--- src/rtl/autoneg_pkg.sv ---
package autoneg_pkg;
  localparam int NUM_ABIL = 4;
  localparam int ABIL_LSB = 5;
  localparam int SEL_W    = 5;
  localparam logic [SEL_W-1:0] SELECTOR = 5'b00001;

  // ability vector index
  localparam int IX_10HD  = 0;
  localparam int IX_10FD  = 1;
  localparam int IX_100HD = 2;
  localparam int IX_100FD = 3;

  // control bits
  localparam int CB_SPEED   = 13;
  localparam int CB_ANEN    = 12;
  localparam int CB_RESTART = 9;
  localparam int CB_DUPLEX  = 8;
  // status and expansion bits
  localparam int SB_COMPLETE = 5;
  localparam int SB_ABLE     = 3;
  localparam int EB_PAGE     = 1;
  localparam int EB_LPABLE   = 0;

  // register addresses
  localparam int RA_CTRL = 0;
  localparam int RA_STAT = 1;
  localparam int RA_ADV  = 4;
  localparam int RA_LPA  = 5;
  localparam int RA_EXP  = 6;

  typedef struct packed {
    logic complete;
    logic page_rx;
    logic lp_able;
  } neg_flags_t;
endpackage

--- src/rtl/autoneg_hcd.sv ---
module autoneg_hcd
  import autoneg_pkg::*;
#(
  parameter logic [NUM_ABIL-1:0] PARTNER = '1
) (
  input  logic [NUM_ABIL-1:0] adv,
  output logic                match,
  output logic [NUM_ABIL-1:0] lp_report,
  output logic                res_spd,
  output logic                res_dup
);
  logic [NUM_ABIL-1:0] common;
  logic [NUM_ABIL-1:0] above;
  logic [NUM_ABIL-1:0] win;
  logic [NUM_ABIL-1:0] pick;

  assign common = adv & PARTNER;

  generate
    for (genvar i = 0; i < NUM_ABIL; i++) begin : g_pri
      if (i == NUM_ABIL - 1) begin : g_top
        assign above[i] = 1'b0;
      end else begin : g_low
        assign above[i] = |common[NUM_ABIL-1:i+1];
      end
      assign win[i] = common[i] & ~above[i];
    end
  endgenerate

  assign match     = |common;
  assign pick      = match ? win : NUM_ABIL'(1 << IX_100HD);
  assign lp_report = match ? PARTNER : pick;
  assign res_spd   = pick[IX_100FD] | pick[IX_100HD];
  assign res_dup   = pick[IX_100FD] | pick[IX_10FD];

  // exactly one mode is chosen
  always_comb begin
    p_onehot_pick_r2: assert ($onehot(pick));
  end
endmodule

--- src/rtl/autoneg_seq.sv ---
module autoneg_seq
  import autoneg_pkg::*;
(
  input  logic                clk,
  input  logic                rst,
  input  logic                start_req,
  input  logic                force_req,
  input  logic                force_spd,
  input  logic                force_dup,
  input  logic                match,
  input  logic                res_spd,
  input  logic                res_dup,
  input  logic [NUM_ABIL-1:0] lp_report,
  output logic                busy,
  output neg_flags_t          flags,
  output logic [NUM_ABIL-1:0] lp_abil,
  output logic                speed_100,
  output logic                full_duplex
);
  always_ff @(posedge clk) begin
    if (rst) begin
      busy        <= 1'b1;
      flags       <= '0;
      lp_abil     <= '0;
      speed_100   <= 1'b0;
      full_duplex <= 1'b0;
    end else if (force_req) begin
      busy        <= 1'b0;
      flags       <= '0;
      lp_abil     <= '0;
      speed_100   <= force_spd;
      full_duplex <= force_dup;
    end else if (start_req) begin
      busy    <= 1'b1;
      flags   <= '0;
      lp_abil <= '0;
    end else if (busy) begin
      busy             <= 1'b0;
      flags.complete   <= 1'b1;
      flags.page_rx    <= 1'b1;
      flags.lp_able    <= match;
      lp_abil          <= lp_report;
      speed_100        <= res_spd;
      full_duplex      <= res_dup;
    end
  end

  // a restart empties the flags on the next edge
  p_restart_clears_r9: assert property (@(posedge clk) disable iff (rst)
    (start_req && !force_req) |=> (busy && !flags.complete && !flags.page_rx && !flags.lp_able));

  // a pending run latches completion on the next edge
  p_latch_sets_r3: assert property (@(posedge clk) disable iff (rst)
    (busy && !start_req && !force_req) |=> (flags.complete && flags.page_rx && !busy));

  // forced mode copies the written bits
  p_force_follows_r7: assert property (@(posedge clk) disable iff (rst)
    force_req |=> (speed_100 == $past(force_spd) && full_duplex == $past(force_dup) && lp_abil == '0));

  // outputs hold unless a result or a force lands
  p_out_stable_r11: assert property (@(posedge clk) disable iff (rst)
    (!busy && !force_req) |=> ($stable(speed_100) && $stable(full_duplex)));
endmodule

--- src/rtl/autoneg_regbus.sv ---
module autoneg_regbus
  import autoneg_pkg::*;
#(
  parameter int ADDR_W = 5,
  parameter int DATA_W = 16
) (
  input  logic                clk,
  input  logic                rst,
  input  logic                wr_en,
  input  logic                rd_en,
  input  logic [ADDR_W-1:0]   addr,
  input  logic [DATA_W-1:0]   wdata,
  output logic [DATA_W-1:0]   rdata,
  input  logic                busy,
  input  neg_flags_t          flags,
  input  logic [NUM_ABIL-1:0] lp_abil,
  output logic [NUM_ABIL-1:0] adv,
  output logic                start_req,
  output logic                force_req,
  output logic                ctl_spd,
  output logic                ctl_dup
);
  localparam logic [ADDR_W-1:0] A_CTRL = ADDR_W'(RA_CTRL);
  localparam logic [ADDR_W-1:0] A_STAT = ADDR_W'(RA_STAT);
  localparam logic [ADDR_W-1:0] A_ADV  = ADDR_W'(RA_ADV);
  localparam logic [ADDR_W-1:0] A_LPA  = ADDR_W'(RA_LPA);
  localparam logic [ADDR_W-1:0] A_EXP  = ADDR_W'(RA_EXP);

  logic              ctl_en;
  logic              wr_ctrl;
  logic [DATA_W-1:0] rd_mux;
  logic              unused_wbits;

  assign unused_wbits = ^wdata;
  assign wr_ctrl   = wr_en && (addr == A_CTRL);
  assign start_req = wr_ctrl && wdata[CB_ANEN] && (wdata[CB_RESTART] || !ctl_en);
  assign force_req = wr_ctrl && !wdata[CB_ANEN];

  always_ff @(posedge clk) begin
    if (rst) begin
      ctl_en  <= 1'b1;
      ctl_spd <= 1'b1;
      ctl_dup <= 1'b1;
      adv     <= '1;
    end else if (wr_en) begin
      if (addr == A_CTRL) begin
        ctl_en  <= wdata[CB_ANEN];
        ctl_spd <= wdata[CB_SPEED];
        ctl_dup <= wdata[CB_DUPLEX];
      end
      if (addr == A_ADV) adv <= wdata[ABIL_LSB +: NUM_ABIL];
    end
  end

  always_comb begin
    rd_mux = '0;
    case (addr)
      A_CTRL: begin
        rd_mux[CB_ANEN]    = ctl_en;
        rd_mux[CB_SPEED]   = ctl_spd;
        rd_mux[CB_DUPLEX]  = ctl_dup;
        rd_mux[CB_RESTART] = busy;
      end
      A_STAT: begin
        rd_mux[SB_COMPLETE] = flags.complete;
        rd_mux[SB_ABLE]     = 1'b1;
      end
      A_ADV: begin
        rd_mux[SEL_W-1:0]            = SELECTOR;
        rd_mux[ABIL_LSB +: NUM_ABIL] = adv;
      end
      A_LPA: begin
        if (|lp_abil) rd_mux[SEL_W-1:0] = SELECTOR;
        rd_mux[ABIL_LSB +: NUM_ABIL] = lp_abil;
      end
      A_EXP: begin
        rd_mux[EB_PAGE]   = flags.page_rx;
        rd_mux[EB_LPABLE] = flags.lp_able;
      end
      default: rd_mux = '0;
    endcase
  end

  always_ff @(posedge clk) begin
    if (rst) rdata <= '0;
    else if (rd_en) rdata <= rd_mux;
  end

  // unmapped addresses return zero one cycle later
  p_unmapped_zero_r10: assert property (@(posedge clk) disable iff (rst)
    (rd_en && addr != A_CTRL && addr != A_STAT && addr != A_ADV && addr != A_LPA && addr != A_EXP)
    |=> (rdata == '0));

  // with negotiation off, the partner register reads zero
  p_off_no_partner_r7: assert property (@(posedge clk) disable iff (rst)
    (rd_en && addr == A_LPA && !ctl_en) |=> (rdata == '0));
endmodule

--- src/rtl/autoneg_emu.sv ---
module autoneg_emu
  import autoneg_pkg::*;
#(
  parameter int ADDR_W = 5,
  parameter int DATA_W = 16,
  parameter logic [NUM_ABIL-1:0] PARTNER = '1
) (
  input  logic              clk,
  input  logic              rst,
  input  logic              reg_wr,
  input  logic              reg_rd,
  input  logic [ADDR_W-1:0] reg_addr,
  input  logic [DATA_W-1:0] reg_wdata,
  output logic [DATA_W-1:0] reg_rdata,
  output logic              speed_100,
  output logic              full_duplex
);
  logic                busy;
  neg_flags_t          flags;
  logic [NUM_ABIL-1:0] lp_abil;
  logic [NUM_ABIL-1:0] adv;
  logic [NUM_ABIL-1:0] lp_report;
  logic                start_req, force_req, ctl_spd, ctl_dup;
  logic                match, res_spd, res_dup;

  autoneg_regbus #(.ADDR_W(ADDR_W), .DATA_W(DATA_W)) u_bus (
    .clk(clk), .rst(rst), .wr_en(reg_wr), .rd_en(reg_rd), .addr(reg_addr),
    .wdata(reg_wdata), .rdata(reg_rdata), .busy(busy), .flags(flags),
    .lp_abil(lp_abil), .adv(adv), .start_req(start_req), .force_req(force_req),
    .ctl_spd(ctl_spd), .ctl_dup(ctl_dup)
  );

  autoneg_hcd #(.PARTNER(PARTNER)) u_hcd (
    .adv(adv), .match(match), .lp_report(lp_report),
    .res_spd(res_spd), .res_dup(res_dup)
  );

  autoneg_seq u_seq (
    .clk(clk), .rst(rst), .start_req(start_req), .force_req(force_req),
    .force_spd(ctl_spd_next), .force_dup(ctl_dup_next), .match(match),
    .res_spd(res_spd), .res_dup(res_dup), .lp_report(lp_report),
    .busy(busy), .flags(flags), .lp_abil(lp_abil),
    .speed_100(speed_100), .full_duplex(full_duplex)
  );

  logic ctl_spd_next, ctl_dup_next;
  logic unused_ctl;
  assign ctl_spd_next = reg_wdata[CB_SPEED];
  assign ctl_dup_next = reg_wdata[CB_DUPLEX];
  assign unused_ctl   = ctl_spd ^ ctl_dup;
endmodule

--- config.mk ---
export PLATFORM = sky130hd
export DESIGN_NAME = autoneg_emu
export DESIGN_NICKNAME = d
export VERILOG_FILES = /design/src/rtl/autoneg_pkg.sv /design/src/rtl/autoneg_hcd.sv /design/src/rtl/autoneg_seq.sv /design/src/rtl/autoneg_regbus.sv /design/src/rtl/autoneg_emu.sv
export SDC_FILE = /design/constraint.sdc
export NUM_CORES = 1
export LEC_CHECK = 0
export BUFFER_PORTS_ARGS = -buffer_cell sky130_fd_sc_hd__clkbuf_2
export CAP_MARGIN = 40
export CORE_MARGIN = 2
export CORE_UTILIZATION = 40
export CTS_CLUSTER_DIAMETER = 120
export DETAILED_ROUTE_END_ITERATION = 6
export GPL_ROUTABILITY_DRIVEN = 0
export GPL_TIMING_DRIVEN = 1
export HOLD_SLACK_MARGIN = 0.15
export PLACE_DENSITY = 0.62
export SYNTH_ARGS = -nofsm -noshare
export SYNTH_HDL_FRONTEND = slang
export SYNTH_HIERARCHICAL = 1
export SYNTH_SLANG_ARGS = --single-unit
export TNS_END_PERCENT = 30
--- constraint.sdc ---
create_clock -name clk -period 3.13 [get_ports clk]
set_input_delay 0.1565 -clock clk [delete_from_list [all_inputs] [get_ports clk]]
set_output_delay 0.1565 -clock clk [all_outputs]
set_load 0.02 [all_outputs]
Word level (Yosys, flattened, before mapping)

Index checks and enable logic that the tools add are counted.

Register bits after elaboration: 28
Latch bits: 0
RAM bits: 0
Bits in read-only memories: 0
Bits of input ports: 25
Logic and storage cells: 60
Memories kept: 0

Add/subtract/negate cells: 0
Multiply operators: 0
Div/mod/pow operators: 0
$lt $le $gt $ge: 0
Equal/unequal tests: 5
Shift operators: 0
Multiplexer cells: 19
Bitwise logic cells: 8
Reduce and logical (&&, ||, !) cells: 17

Operators with widths:

| kind                                                   | count |
|---|---|
| equality test 5 x 3 -> 1 bit (second input constant)   | 3 |
| two-way mux 1 bit                                      | 11 |
| two-way mux 4 bit                                      | 2 |
| OR reduction 4 bit                                     | 2 |
| case mux 1 bit (3 select lines)                        | 2 |
| case mux 2 bit (3 select lines)                        | 1 |
| AND reduction 2 bit                                    | 3 |
| OR reduction 3 bit                                     | 2 |
| equality test 5 x 1 -> 1 bit (second input constant)   | 1 |
| zero test 5 bit                                        | 1 |
| logical AND 1 bit                                      | 4 |
| case mux 2 bit (2 select lines)                        | 1 |
| AND 1 bit                                              | 3 |
| inverter 1 bit                                         | 3 |
| zero test 1 bit                                        | 2 |
| two-way mux 2 bit                                      | 1 |
| inequality test 2 x 1 -> 1 bit (second input constant) | 1 |
| OR 1 bit                                               | 2 |
| case mux 1 bit (2 select lines)                        | 1 |
| nonzero test 2 bit                                     | 1 |
| OR reduction 2 bit                                     | 1 |
| logical OR 1 bit                                       | 1 |

Depth between registers and ports, before layout

Depth after elaboration: 8
Mapped depth: 7
Depth with buffers taken out: 6

Cells and area by module

Netlist, hierarchy kept.

By module, submodules not included:

| module         | times used | cells an instance | area an instance (µm²) |
|---|---|---|---|
| autoneg_regbus | 1          | 99                | 874.6 |
| autoneg_seq    | 1          | 34                | 349.1 |
| autoneg_hcd    | 1          | 11                | 58.8 |

Worst setup path before layout

No wires, ideal clock.

Path type: in2reg
Start: input port reg_addr[4]
End: register u_seq.full_duplex
Setup time: 0.124 ns
Arrival: 1.245 ns
Setup slack: 1.761 ns
Stages: 6
Path buffers: 0
Path through: nor4b_4 > nand2_2 > nor2_1 > nand2b_2 > mux2i_1 > a211oi_1

Cells in the longest elaborated chain, start to end: 6
Elaborated cells on any way between the ends: 9
Those cells by class: eq/ne: 1; mux: 1; reduce/logical: 7

RTL lines:

| element                                  | line                 | RTL |
|---|---|---|
| start, declared                          | autoneg_emu.sv:12    | `input logic [ADDR_W-1:0] reg_addr,` |
| zero test 5 bit                          | autoneg_regbus.sv:35 | `assign wr_ctrl = wr_en && (addr == A_CTRL);` |
| logical AND 1 bit                        | autoneg_regbus.sv:35 |  |
| logical AND 1 bit (2 in series)          | autoneg_regbus.sv:36 | `assign start_req = wr_ctrl && wdata[CB_ANEN] && (wdata[CB_RESTART] \|\| !ctl_en);` |
| via start_req                            | autoneg_emu.sv:23    | `logic start_req, force_req, ctl_spd, ctl_dup;` |
| inequality test 2 x 1 -> 1 bit (no line) | -                    |  |
| AND reduction 2 bit (no line)            | -                    |  |
| end signal, assigned                     | autoneg_seq.sv:32    | `full_duplex <= force_dup;` |
| end signal, assigned                     | autoneg_seq.sv:44    | `full_duplex <= res_dup;` |
| end, declared                            | autoneg_seq.sv:18    | `output logic full_duplex` |

The timed path passes the listed nets, and every way through them passes these cells.
A chain may end at the register's enable or synchronous reset.

Worst setup path after layout

Start: input port reg_addr[0]
End: register u_seq.speed_100

Cells in the longest elaborated chain, start to end: 6
Elaborated cells on any way between the ends: 9
Those cells by class: eq/ne: 1; mux: 1; reduce/logical: 7

RTL lines:

| element                                  | line                 | RTL |
|---|---|---|
| zero test 5 bit                          | autoneg_regbus.sv:35 |  |
| logical AND 1 bit                        | autoneg_regbus.sv:35 |  |
| logical AND 1 bit (2 in series)          | autoneg_regbus.sv:36 |  |
| via start_req                            | autoneg_emu.sv:23    |  |
| inequality test 2 x 1 -> 1 bit (no line) | -                    |  |
| AND reduction 2 bit (no line)            | -                    |  |
| end signal, assigned                     | autoneg_seq.sv:31    | `speed_100 <= force_spd;` |
| end signal, assigned                     | autoneg_seq.sv:43    | `speed_100 <= res_spd;` |
| end, declared                            | autoneg_seq.sv:17    | `output logic speed_100,` |

The timed path passes the listed nets, and every way through them passes these cells.

==> reports/results.ini <==
[power_and_ir_drop]
leakage_uw=0.000620
irDropWorstVdd_v=0.000177
power-per-cell-area_mw_per_mm2=412

[clocking]
clockRootBuffer=sky130_fd_sc_hd__clkbuf_4
clk_pin_slew_worst_setup_hold_paths_ns=0.14
cts_htree_levels=1
tritoncts=done
cts_inserted_buffers=3
sink_count_of_the_clock_tree=26
clkLatencyLatePin_ns=0.32
max-clock-path-buffers=2
postCtsResizedCells=0

[critical_path]
worst-path-max-fanout=12
timing_worst_setup_path_type=in -> reg
cp_data_arrival_time_ns=1.71
critPathCaptureType=flip-flop
worst_r2r_endpoint=u_bus/rdata[0]$_SDFFE_PP0P_
data_required_time_at_the_worst_endpoint_ns=3.34
cp-start-kind=input pin
reg2reg_depth=3
worstReg2RegStart=u_seq/lp_abil[0]$_SDFFE_PP0P_
ff2ff_setup_slack_ns=1.75

[sta]
setup_violations=0
finalCritPeriodShare=0.481
timing.clock.skew_ns=0.000900
report.final.hold_viol_count=0
timing.final.crit_period_ns=1.51
setup_tns_ns=0
tightestPinTransition_ns=0.853
fin_hold_ws_ns=0.202
rsz0062_at_grt=no
timing.slew.headroom=0.430
drv_slew=0
achievable-frequency_mhz=664

[grt]
globalRouteOverflowTotal=0
grt_antenna_before_repair=0
grt_use_total=0.145
largest_net_degree_at_the_start_of_global_routing=22
global_route_wire_length_before_repair_um=4020
grt_pass1_vias=919

[routing]
drc_errors=0
dr.first_iter.drc_count=34
drt_first_pass_iters=4
dr_total_vias=1084
antenna_left=0
avgViaCountPerCell=5.11
wl_per_cell_um=12.1
route.final.wire_length_um=2580

[logic_synthesis]
synth_sequential_area_ratio=0.406
syn-mean-instance-area_um2=8.91
synth_seq_cells=26
ys_top_cells_by_area=sky130_fd_sc_hd__dfxtp_1 (41%), sky130_fd_sc_hd__mux2i_1 (5.5%), sky130_fd_sc_hd__buf_4 (5.3%)
synth-edff-count=0
library_cell_occupying_the_most_area_in_the_post_synthesis_netlist=sky130_fd_sc_hd__dfxtp_1
yosys.area.top_type_share=0.406
synth.cell_area_mm2=0.00128
ys_warn_count=6
synthCells=144
synth_top_flop_cell=sky130_fd_sc_hd__dfxtp_1
synth.lib_cells_used.distinct=36
async_s_r_ff_share_synth=0

[floorplanning]
floorplan.die_area_mm2=0.00368
design.core.area_mm2=0.00305
row_count=20
die_w_um=60.6
initial_core_util=0.420
die_y_um=60.6
ioPinCount=43

[finish]
antennaDiodeCount=0
syn_to_final_growth_pct=15.0
n_fill_cell=311
drive_above_1_share=0.244
final_core_utilization=0.483
finished_cell_area_mm2=0.00148
num-nets-final=194
multi_input_comb_area_um2=653
sequential_cell_area_um2=520

[place]
port_buffers=27
detailed_place_hpwl_um=1890
dpl_cell_area_mm2=0.00138

[flow_run]
max-cap-violations=0

[min_path]
worstHoldPathType=in -> reg
min_to=u_bus/rdata[1]$_SDFFE_PP0P_
timing.hold.worst.start=reg_addr[1]
hold_path_depth=3

[run_status]
outcome=completed

==> power breakdown <==
group,switching (µW),total (µW),leakage (µW),internal (µW)
clock,99.7,171,0.0000210,71.2
combinational,49.7,83.3,0.000386,33.6
sequential,10.1,354,0.000214,344
total,160,608,0.000620,449
==> final cells by class <==
type | instances | share of cell area
sequential | 26 | 0.353
clock buffer | 4 | 0.0246
tap | 44 | 0.0373
inverter | 4 | 0.0102
timing repair buffer | 33 | 0.132
multi-input combinational | 101 | 0.443
==> cell usage after synthesis (all sizes together), types with 2 or more instances <==
| library cell | count |
|---|---|
| nand2 | 6 |
| a21o | 2 |
| nand2b | 6 |
| buf | 14 |
| a311oi | 4 |
| clkbuf | 4 |
| nand4 | 8 |
| nor2 | 19 |
| a211o | 6 |
| conb | 2 |
| nor4b | 2 |
| nand3 | 5 |
| mux2i | 7 |
| o21ai | 2 |
| nor2b | 2 |
| a21oi | 7 |
| inv | 4 |
| dfxtp | 26 |
| mux2 | 2 |
| and3 | 6 |
| a211oi | 3 |
==> metrics by stage <==
stage                     worst slack (ns)  cells  power, µW
after detailed placement              1.28    202        439
final                                 1.62    212        608
after global routing                  1.51    212        641
after global placement                1.31    202        437
after CTS                             1.63    212        615
after floorplan                       1.76    149        422
==> worst max-delay path: stages <==
cell and delay (ns):
sky130_fd_sc_hd__clkbuf_2 0.20, sky130_fd_sc_hd__nor4b_4 0.55, sky130_fd_sc_hd__nand2_2 0.15, sky130_fd_sc_hd__nor2_1 0.20
sky130_fd_sc_hd__nand2b_2 0.17, sky130_fd_sc_hd__mux2i_1 0.20, sky130_fd_sc_hd__a211oi_1 0.09
==> state kept, by name, indices dropped and copies added, names as in the netlist <==
| name | count |
|---|---|
| u_bus/rdata | 10 |
| u_bus/adv | 4 |
| u_seq/lp_abil | 4 |
| u_seq/flags | 2 |
| u_bus/ctl_dup | 1 |
| u_bus/ctl_en | 1 |
| u_bus/ctl_spd | 1 |
| u_seq/busy | 1 |
| u_seq/full_duplex | 1 |
| u_seq/speed_100 | 1 |
==> layout by cell type, fill, tap and decap left out, types with 2 or more instances in the layout <==
cell,count
sky130_fd_sc_hd__inv_1,4
sky130_fd_sc_hd__a21oi_1,7
sky130_fd_sc_hd__a211o_1,6
sky130_fd_sc_hd__mux2i_1,7
sky130_fd_sc_hd__clkbuf_4,3
sky130_fd_sc_hd__a311oi_1,4
sky130_fd_sc_hd__mux2_2,2
sky130_fd_sc_hd__nand2_1,4
sky130_fd_sc_hd__clkbuf_2,27
sky130_fd_sc_hd__conb_1,7
sky130_fd_sc_hd__nand2b_1,5
sky130_fd_sc_hd__and3_1,6
sky130_fd_sc_hd__dfxtp_1,26
sky130_fd_sc_hd__nor2_1,17
sky130_fd_sc_hd__nand2_2,2
sky130_fd_sc_hd__a21o_1,2
sky130_fd_sc_hd__nand3_1,5
sky130_fd_sc_hd__a211oi_1,3
sky130_fd_sc_hd__nand4_1,8
sky130_fd_sc_hd__dlygate4sd3_1,6
sky130_fd_sc_hd__nor2b_1,2
sky130_fd_sc_hd__nor2_2,2
==> timing repair <==
item	CTS	global route
hold buffers	6	0
endpoints found under the setup margin	0	0
setup buffers	0	0
hold endpoints to repair	6	0
==> how the worst max path moves through the flow <==
stage               slack [ns]  depth (start not counted)   startpoint                             end
floorplan                 1.76                          6  reg_addr[4]  u_seq/full_duplex$_SDFFE_PP0P_
global placement          1.31                          7  reg_addr[0]    u_seq/speed_100$_SDFFE_PP0P_
detailed placement        1.28                          7  reg_addr[0]    u_seq/speed_100$_SDFFE_PP0P_
CTS                       1.63                          7  reg_addr[0]    u_seq/speed_100$_SDFFE_PP0P_
global route              1.51                          7  reg_addr[0]    u_seq/speed_100$_SDFFE_PP0P_
finish                    1.62                          7  reg_addr[0]    u_seq/speed_100$_SDFFE_PP0P_
==> routing by layer <==
layer  vias to the layer above  track usage  wire length, µm
met5                         -            0                0
li1                        548            -                -
met2                        26        0.237             1150
met4                         0       0.0466               21
met1                       508        0.195             1300
met3                         2       0.0256              105
==> kinds of logic after synthesis <==
logic type             Yosys count  synth area share
buffers and inverters           22            0.0995
AOI/OAI and AO/OA               27             0.153
muxes                            9            0.0722
and+or+nand+nor                 58             0.263
other                            2           0.00586
DFF                             26             0.406
Power figures use the tool's default switching activity.
